**config.mk**
```make
export PLATFORM = sky130hd
export DESIGN_NAME = ser_ctl_regs
export DESIGN_NICKNAME = d
export VERILOG_FILES = /design/src/rtl/ser_ctl_pkg.sv /design/src/rtl/ser_ctl_flags.sv /design/src/rtl/ser_ctl_chan.sv /design/src/rtl/ser_ctl_regs.sv
export SDC_FILE = /design/constraint.sdc
export NUM_CORES = 1
export LEC_CHECK = 0
export BUFFER_PORTS_ARGS = -buffer_cell sky130_fd_sc_hd__buf_2
export CELL_PAD_IN_SITES_DETAIL_PLACEMENT = 1
export CELL_PAD_IN_SITES_GLOBAL_PLACEMENT = 2
export CORE_AREA = 2 2 87 89
export CTS_CLUSTER_SIZE = 14
export DETAILED_ROUTE_END_ITERATION = 16
export DIE_AREA = 0 0 89 91
export PLACE_DENSITY_LB_ADDON = 0.1
export SKIP_CTS_REPAIR_TIMING = 1
export SLEW_MARGIN = 0
export SYNTH_ARGS = -nofsm -noshare
export SYNTH_HDL_FRONTEND = slang
export SYNTH_SLANG_ARGS = --single-unit
```
**constraint.sdc**
```tcl
create_clock -name clk -period 3.65 [get_ports clk]
set_input_delay 0.73 -clock clk [delete_from_list [all_inputs] [get_ports clk]]
set_output_delay 0.73 -clock clk [all_outputs]
set_load 0.01 [all_outputs]
```
**src/rtl/ser_ctl_pkg.sv**
```systemverilog
package ser_ctl_pkg;

    localparam logic [2:0] OFF_MODE   = 3'd0;
    localparam logic [2:0] OFF_STATUS = 3'd1;
    localparam logic [2:0] OFF_CMD    = 3'd2;

    localparam logic [3:0] CMD_PTR_FMT  = 4'h1;
    localparam logic [3:0] CMD_RX_RST   = 4'h2;
    localparam logic [3:0] CMD_TX_RST   = 4'h3;
    localparam logic [3:0] CMD_CLR_ERR  = 4'h4;
    localparam logic [3:0] CMD_CLR_BRK  = 4'h5;
    localparam logic [3:0] CMD_BRK_ON   = 4'h6;
    localparam logic [3:0] CMD_BRK_OFF  = 4'h7;
    localparam logic [3:0] CMD_PTR_FIFO = 4'hB;

    typedef enum logic [1:0] {
        PTR_FIFO = 2'd0,
        PTR_FMT  = 2'd1,
        PTR_STOP = 2'd2
    } mode_ptr_t;

    typedef struct packed {
        logic [2:0] baud;
        logic       half;
        logic       deep;
        logic [1:0] dbits;
        logic [2:0] par;
        logic [3:0] stop;
    } chan_cfg_t;

    function automatic mode_ptr_t next_ptr(mode_ptr_t p);
        case (p)
            PTR_FIFO: return PTR_FMT;
            default:  return PTR_STOP;
        endcase
    endfunction

endpackage

```
**src/rtl/ser_ctl_flags.sv**
```systemverilog
module ser_ctl_flags (
    input  logic       clk,
    input  logic       rst,
    input  logic [3:0] set,      // {brk, frm, par, ovr}
    input  logic       clr_err,
    input  logic       clr_brk,
    output logic [3:0] q
);
    logic [3:0] clr_mask;
    assign clr_mask = {clr_brk, {3{clr_err}}};

    always_ff @(posedge clk) begin
        if (rst) q <= '0;
        else     q <= (q & ~clr_mask) | set;
    end


    flag_set_chk: assert property (@(posedge clk) disable iff (rst)
        (|set) |=> ((q & $past(set)) == $past(set)));

    brk_clr_chk: assert property (@(posedge clk) disable iff (rst)
        (clr_brk && !set[3]) |=> !q[3]);

    err_keep_brk_chk: assert property (@(posedge clk) disable iff (rst)
        (clr_err && !clr_brk && q[3]) |=> q[3]);
endmodule

```
**src/rtl/ser_ctl_chan.sv**
```systemverilog
module ser_ctl_chan
    import ser_ctl_pkg::*;
(
    input  logic       clk,
    input  logic       rst,
    input  logic       wr,
    input  logic [2:0] off,
    input  logic [7:0] wdata,
    input  logic [3:0] err_set,
    input  logic [3:0] live,     // {tx_empty, tx_ready, rx_full, rx_ready}
    output logic       rx_en,
    output logic       tx_en,
    output logic       rx_rst,
    output logic       tx_rst,
    output logic       brk_on,
    output chan_cfg_t  cfg,
    output logic [7:0] status
);
    logic       cmd_wr, mode_wr;
    logic [3:0] code;
    mode_ptr_t  ptr_q, ptr_d;
    logic [3:0] flags;

    assign cmd_wr  = wr && (off == OFF_CMD);
    assign mode_wr = wr && (off == OFF_MODE);
    assign code    = wdata[7:4];

    always_comb begin
        ptr_d = ptr_q;
        if (cmd_wr && code == CMD_PTR_FMT)       ptr_d = PTR_FMT;
        else if (cmd_wr && code == CMD_PTR_FIFO) ptr_d = PTR_FIFO;
        else if (mode_wr)                        ptr_d = next_ptr(ptr_q);
    end

    always_ff @(posedge clk) begin
        if (rst) begin
            rx_en  <= 1'b0;
            tx_en  <= 1'b0;
            rx_rst <= 1'b0;
            tx_rst <= 1'b0;
            brk_on <= 1'b0;
            ptr_q  <= PTR_FMT;
            cfg    <= '0;
        end else begin
            ptr_q  <= ptr_d;
            rx_rst <= cmd_wr && code == CMD_RX_RST;
            tx_rst <= cmd_wr && code == CMD_TX_RST;
            if (cmd_wr) begin
                if (wdata[1])      rx_en <= 1'b0;
                else if (wdata[0]) rx_en <= 1'b1;
                if (wdata[3])      tx_en <= 1'b0;
                else if (wdata[2]) tx_en <= 1'b1;
                if (code == CMD_BRK_ON)  brk_on <= 1'b1;
                if (code == CMD_BRK_OFF) brk_on <= 1'b0;
            end
            if (mode_wr) begin
                case (ptr_q)
                    PTR_FIFO: begin
                        cfg.baud <= wdata[2:0];
                        cfg.deep <= wdata[3];
                        cfg.half <= wdata[4];
                    end
                    PTR_FMT: begin
                        cfg.dbits <= wdata[1:0];
                        cfg.par   <= wdata[4:2];
                    end
                    default: cfg.stop <= wdata[3:0];
                endcase
            end
        end
    end

    ser_ctl_flags u_flags (
        .clk     (clk),
        .rst     (rst),
        .set     (err_set),
        .clr_err (cmd_wr && code == CMD_CLR_ERR),
        .clr_brk (cmd_wr && code == CMD_CLR_BRK),
        .q       (flags)
    );

    assign status = {flags, live};


    rx_off_wins_chk: assert property (@(posedge clk) disable iff (rst)
        (cmd_wr && wdata[1]) |=> !rx_en);

    tx_off_wins_chk: assert property (@(posedge clk) disable iff (rst)
        (cmd_wr && wdata[3]) |=> !tx_en);

    rx_rst_src_chk: assert property (@(posedge clk) disable iff (rst)
        rx_rst |-> $past(cmd_wr && code == CMD_RX_RST));

    rst_pulse_excl_chk: assert property (@(posedge clk) disable iff (rst)
        $onehot0({rx_rst, tx_rst}));

    ptr_fifo_chk: assert property (@(posedge clk) disable iff (rst)
        (cmd_wr && code == CMD_PTR_FIFO) |=> ptr_q == PTR_FIFO);

    ptr_stay_chk: assert property (@(posedge clk) disable iff (rst)
        (ptr_q == PTR_STOP && mode_wr) |=> ptr_q == PTR_STOP);
endmodule

```
**src/rtl/ser_ctl_regs.sv**
```systemverilog
module ser_ctl_regs
    import ser_ctl_pkg::*;
#(
    parameter  int NCH    = 2,
    localparam int CH_W   = (NCH > 1) ? $clog2(NCH) : 1,
    localparam int ADDR_W = 3 + CH_W
) (
    input  logic              clk,
    input  logic              rst,
    input  logic              wr_en,
    input  logic [ADDR_W-1:0] addr,
    input  logic [7:0]        wdata,
    output logic [7:0]        rdata,
    input  logic [NCH-1:0]    st_rx_ready,
    input  logic [NCH-1:0]    st_rx_full,
    input  logic [NCH-1:0]    st_tx_ready,
    input  logic [NCH-1:0]    st_tx_empty,
    input  logic [NCH-1:0]    ev_overrun,
    input  logic [NCH-1:0]    ev_parity,
    input  logic [NCH-1:0]    ev_framing,
    input  logic [NCH-1:0]    ev_break,
    output logic [NCH-1:0]    rx_enable,
    output logic [NCH-1:0]    tx_enable,
    output logic [NCH-1:0]    rx_reset,
    output logic [NCH-1:0]    tx_reset,
    output logic [NCH-1:0]    break_on,
    output logic [2*NCH-1:0]  data_bits,
    output logic [3*NCH-1:0]  parity_mode,
    output logic [4*NCH-1:0]  stop_mode,
    output logic [NCH-1:0]    fifo_deep,
    output logic [NCH-1:0]    tx_half_lvl,
    output logic [3*NCH-1:0]  baud_sel
);
    logic [7:0]      stat [NCH];
    logic [CH_W-1:0] ch_sel;
    logic [2:0]      off;

    assign ch_sel = addr[ADDR_W-1:3];
    assign off    = addr[2:0];

    for (genvar i = 0; i < NCH; i++) begin : g_ch
        chan_cfg_t cfg;
        ser_ctl_chan u_chan (
            .clk     (clk),
            .rst     (rst),
            .wr      (wr_en && ch_sel == CH_W'(i)),
            .off     (off),
            .wdata   (wdata),
            .err_set ({ev_break[i], ev_framing[i], ev_parity[i], ev_overrun[i]}),
            .live    ({st_tx_empty[i], st_tx_ready[i], st_rx_full[i], st_rx_ready[i]}),
            .rx_en   (rx_enable[i]),
            .tx_en   (tx_enable[i]),
            .rx_rst  (rx_reset[i]),
            .tx_rst  (tx_reset[i]),
            .brk_on  (break_on[i]),
            .cfg     (cfg),
            .status  (stat[i])
        );
        assign data_bits[2*i +: 2]   = cfg.dbits;
        assign parity_mode[3*i +: 3] = cfg.par;
        assign stop_mode[4*i +: 4]   = cfg.stop;
        assign fifo_deep[i]          = cfg.deep;
        assign tx_half_lvl[i]        = cfg.half;
        assign baud_sel[3*i +: 3]    = cfg.baud;
    end

    always_comb begin
        rdata = 8'h00;
        for (int i = 0; i < NCH; i++)
            if (ch_sel == CH_W'(i) && off == OFF_STATUS) rdata = stat[i];
    end


    one_chan_chk: assert property (@(posedge clk) disable iff (rst)
        $onehot0(rx_reset | tx_reset));
endmodule

```
Word-level counts from Yosys, hierarchy flattened
Cells that the tools add are included.
Operators by class
  mux-type cells: 14
  reductions and logical operators: 46
  equal/unequal tests: 12
  bitwise gates (word level): 9
Operators with widths (number)
  AND reduction 2 bit: 12
  logical AND 1 bit: 20
  equality test 4 x 3 -> 1 bit, second input constant: 4
  two-way mux 8 bit: 2
  two-way mux 1 bit: 10
  nonzero test 2 bit: 5
  bitwise AND 4 bit: 2
  equality test 4 x 2 -> 1 bit, second input constant: 2
  NOT 4 bit: 2
  OR 4 bit: 2
  OR reduction 2 bit: 4
  OR reduction 3 bit: 2
  equality test 2 x 1 -> 1 bit, second input constant: 2
  equality test 4 x 1 -> 1 bit, second input constant: 1
  equality test 4 bit, second input constant: 1
  logical NOT 2 bit: 2
  two-way mux 2 bit: 2
  equality test 3 x 1 -> 1 bit, second input constant: 1
  equality test 3 x 2 -> 1 bit, second input constant: 1
  logical NOT 3 bit: 1
  NOT 1 bit: 3
Storage, ports and cells
  output and inout bits: 46
  register bits after elaboration: 50

Depth between registers and ports, before layout
  depth after elaboration: 7
  mapped depth: 6
  mapped depth without buffers: 4

By module
From an unflattened synthesis, not the netlist that was laid out.
Second synthesis, totals
  cells, all modules: 251
  area total of the unflattened synthesis: 2154.6 um^2
By module, submodules not included
  ser_ctl_chan: cells an instance 99, seq. area each 420.4 um^2, instances 2, area an instance 863.3 um^2
  ser_ctl_flags: cells an instance 16, seq. area each 80.1 um^2, instances 2, area an instance 140.1 um^2
  ser_ctl_regs: cells an instance 21, seq. area each 0.0 um^2, instances 1, area an instance 147.6 um^2

Worst setup path before layout
No wires, ideal clock.
  path kind: in2out
  start point: input addr[3]
  end point: output rdata[0]
  setup slack: 1.467 ns
  path buffers: 2
  arrival time: 1.453 ns
  stages on the path: 4
  path through: clkbuf_1 -> buf_2 -> mux2i_1 -> nor2_1
Between the ends
  word-level cells in the longest chain between the ends: 4
  elaborated cells on any way between the ends: 5
  those cells by class: mux (2); bitwise (1); reduce/logical (2)
RTL lines
  start, declared: RTL line ser_ctl_regs.sv:11  | input logic [ADDR_W-1:0] addr,
  NOT 1 bit: RTL line ser_ctl_regs.sv:70  | if (ch_sel == CH_W'(i) && off == OFF_STATUS) rdata = stat[i];
  logical AND 1 bit: RTL line ser_ctl_regs.sv:70
  two-way mux 8 bit: RTL line ser_ctl_regs.sv:70
  two-way mux 8 bit (*): RTL line ser_ctl_regs.sv:70
  end, declared: RTL line ser_ctl_regs.sv:13  | output logic [7:0] rdata,
Mark *: on every way between the ends. The rest lies on a longest branch, timed or not.

Worst setup path after layout
  start point: input addr[3]
  end point: output rdata[5]
The elaborated chain is that of the path after synthesis.

==> results.toml <==
[pwr]
irDropWorstVdd_mv = 0.166
total_power_mw = 1.04
p_leak_nw = 1.29
p_per_area_mw_per_mm2 = 402

[global_route]
grt_pass1_wl_um = 8460
grt_antenna_before_repair = 0
grt.overflow.total = 0
grt_pass1_vias = 1703
track_usage = 0.135
grt_start_max_net_pins = 46

[finish]
fin_area_mm2 = 0.00257
drive_above_1_share = 0.304
postLayoutCoreUtil = 0.361
num-fill-cells = 883
synthToLayoutAreaGrowth_pct = 23.5
layout.nets = 316
antenna_cells = 0

[sta]
rsz0062_at_grt = "false"
fin_ws_ns = 1.41
fmax_ghz = 0.447
fin_crit_sh = 0.613
finalSetupViolations = 0
finalMaxSlewViolations = 0
finalHoldViolations = 0
fin_crit_ns = 2.24
fin_tns_setup_ns = 0
finClkSkew_ns = 0.00673
worst_pin_slew_ns = 0.863
relSlewSlack = 0.425

[route]
wirelength_um = 5460
drtIter0Drc = 66
viasPerCell = 4.53
wire_per_inst_um = 14.2
drt_first_pass_iters = 4
vias = 1744
drc = 0
ant_nets = 0

[worst_setup_path]
critPathLaunchType = "primary input"
endpoint_kind = "output port"
rrSetupSlack_ns = 2.18
crit_required_ns = 2.92
crit_end = "rdata[5]"
crit_arrival_ns = 1.51
r2r_end = "g_ch[1].u_chan.cfg[12]"
startpoint = "addr[3]"
reg2regPathDepth = 3
r2r-start = "g_ch[1].u_chan.ptr_q[1]"
critPathKind = "in -> out"
cp_max_fo = 16

[job]
drv_cap = 0

[logic_synthesis]
synth_edf_count = 0
avgSynthCellArea_um2 = 9.22
synthFlopType = "dfxtp_1"
synth_area_mm2 = 0.00208
synth_cell_types = 29
synth_seq_area_share = 0.480
syn_nets = 257
synth_cells = 226
ys_seq_elements = 50
yosysWarnings = 0
synthArstFlopShare = 0

[clock_network]
cts_sinks = 50
clk_latency_ns = 0.30
ctsLongestPathBuffers = 2
cts_tree = "done"
cts_buffers = 5
cts.clk_slew.worst_paths_ns = 0.09
htree_levels = 2
cts-root-buf = "clkbuf_8"

[placed_design]
place_area_mm2 = 0.00246
io_buffers = 76
dp_hpwl_um = 3880
pre_cts_ws_ns = 1.28
gp_congestion = 0.674

[floorplanning]
fp.dieW_um = 89
fp.coreArea_mm2 = 0.00714
die_area_mm2 = 0.00810
die_h_um = 91
row_count = 31
initial_core_util = 0.292
ioPinCount = 77

[min_path]
hold_class = "reg -> reg"

[status]
status = "completed"
-- worst min path at each step --
stage                                startpoint  slack, ns                     endpoint  depth (start not counted)
floorplan           g_ch[0].u_chan.u_flags.q[0]       0.45  g_ch[0].u_chan.u_flags.q[0]                          2
global placement          g_ch[0].u_chan.brk_on       0.46        g_ch[0].u_chan.brk_on                          2
detailed placement        g_ch[0].u_chan.brk_on       0.47        g_ch[0].u_chan.brk_on                          2
CTS                       g_ch[0].u_chan.brk_on       0.48        g_ch[0].u_chan.brk_on                          2
global route              g_ch[0].u_chan.brk_on       0.51        g_ch[0].u_chan.brk_on                          2
finish                    g_ch[0].u_chan.brk_on       0.48        g_ch[0].u_chan.brk_on                          2
-- sequential cells by signal, summed over array words and instances (netlist names) --
register / cells
g_ch.u_chan.cfg: 28
g_ch.u_chan.u_flags.q: 8
g_ch.u_chan.ptr_q: 4
g_ch.u_chan.brk_on: 2
g_ch.u_chan.rx_en: 2
g_ch.u_chan.rx_rst: 2
g_ch.u_chan.tx_en: 2
g_ch.u_chan.tx_rst: 2
-- routing by layer --
metal	share of wire	wire (µm)	global-route usage	vias up
met5	0	0	0	-
met4	0.0099	54	0.0373	0
met3	0.083	453	0.0518	6
met2	0.45	2440	0.201	54
met1	0.46	2510	0.180	808
li1	-	-	-	876
-- where the power goes --
group	internal, mW	total (mW)	leakage, nW	switching, mW
Combinational	0.0322	0.0807	0.833	0.0485
Sequential	0.555	0.559	0.406	0.00479
Clock	0.204	0.395	0.0504	0.191
-- cells in the final DEF, fill, tap and decap left out, types with 2 or more instances in the layout --
cell        count
dfxtp_1        50
nand3_1         5
nand3b_1        2
or3_1           2
a211oi_1        4
a21boi_0        2
inv_1           2
mux2i_1        36
clkinvlp_4      2
buf_2          76
nand4_1         2
nor3b_1         4
o21ai_0         5
nor2b_1         2
nand2_1         6
nor2_1         51
a21oi_1        16
clkbuf_8        5
nand4b_1        2
-- cell families (layout without fill, tap and decap cells) --
logic type / Yosys count / count (layout) / synth area share
buffers and inverters: 27 / 87 / 0.0690
muxes: 36 / 36 / 0.173
AOI/OAI and AO/OA: 30 / 30 / 0.0816
DFF: 50 / 50 / 0.480
and+or+nand+nor: 83 / 83 / 0.196
-- metrics by stage --
step	hold slack [ns]	std cells
after floorplan	0.450	226
after global placement	0.463	377
after detailed placement	0.468	377
after CTS	0.481	385
after global routing	0.509	385
final	0.478	385
-- Yosys cell counts, types with 4 or more instances --
master,number,area (µm²)
clkbuf_1,11,41.3
o21ai_0,5,25.0
buf_4,10,75.1
nand3_1,5,25.0
dfxtp_1,50,1000
a21oi_1,16,80.1
mux2i_1,36,360
a211oi_1,4,30.0
buf_2,4,20.0
nand2_1,6,22.5
nor3b_1,4,30.0
nor2_1,51,191
-- final cells by class --
type                            instances  area [µm²]  area share
Sequential cell                        50        1000       0.389
Multi-Input combinational cell        149         940       0.365
Timing Repair Buffer                   77         388       0.151
Tap cell                               99         124      0.0481
Clock buffer                            5        68.8      0.0267
Clock inverter                          3        45.0      0.0175
Inverter                                2        7.51     0.00292
-- worst max-delay path, stage by stage --
cell and delay (ns):
buf_2 0.32, mux2i_1 0.26, nor2_1 0.06, buf_2 0.14
Note: power is estimated with default switching activity, not from simulation.
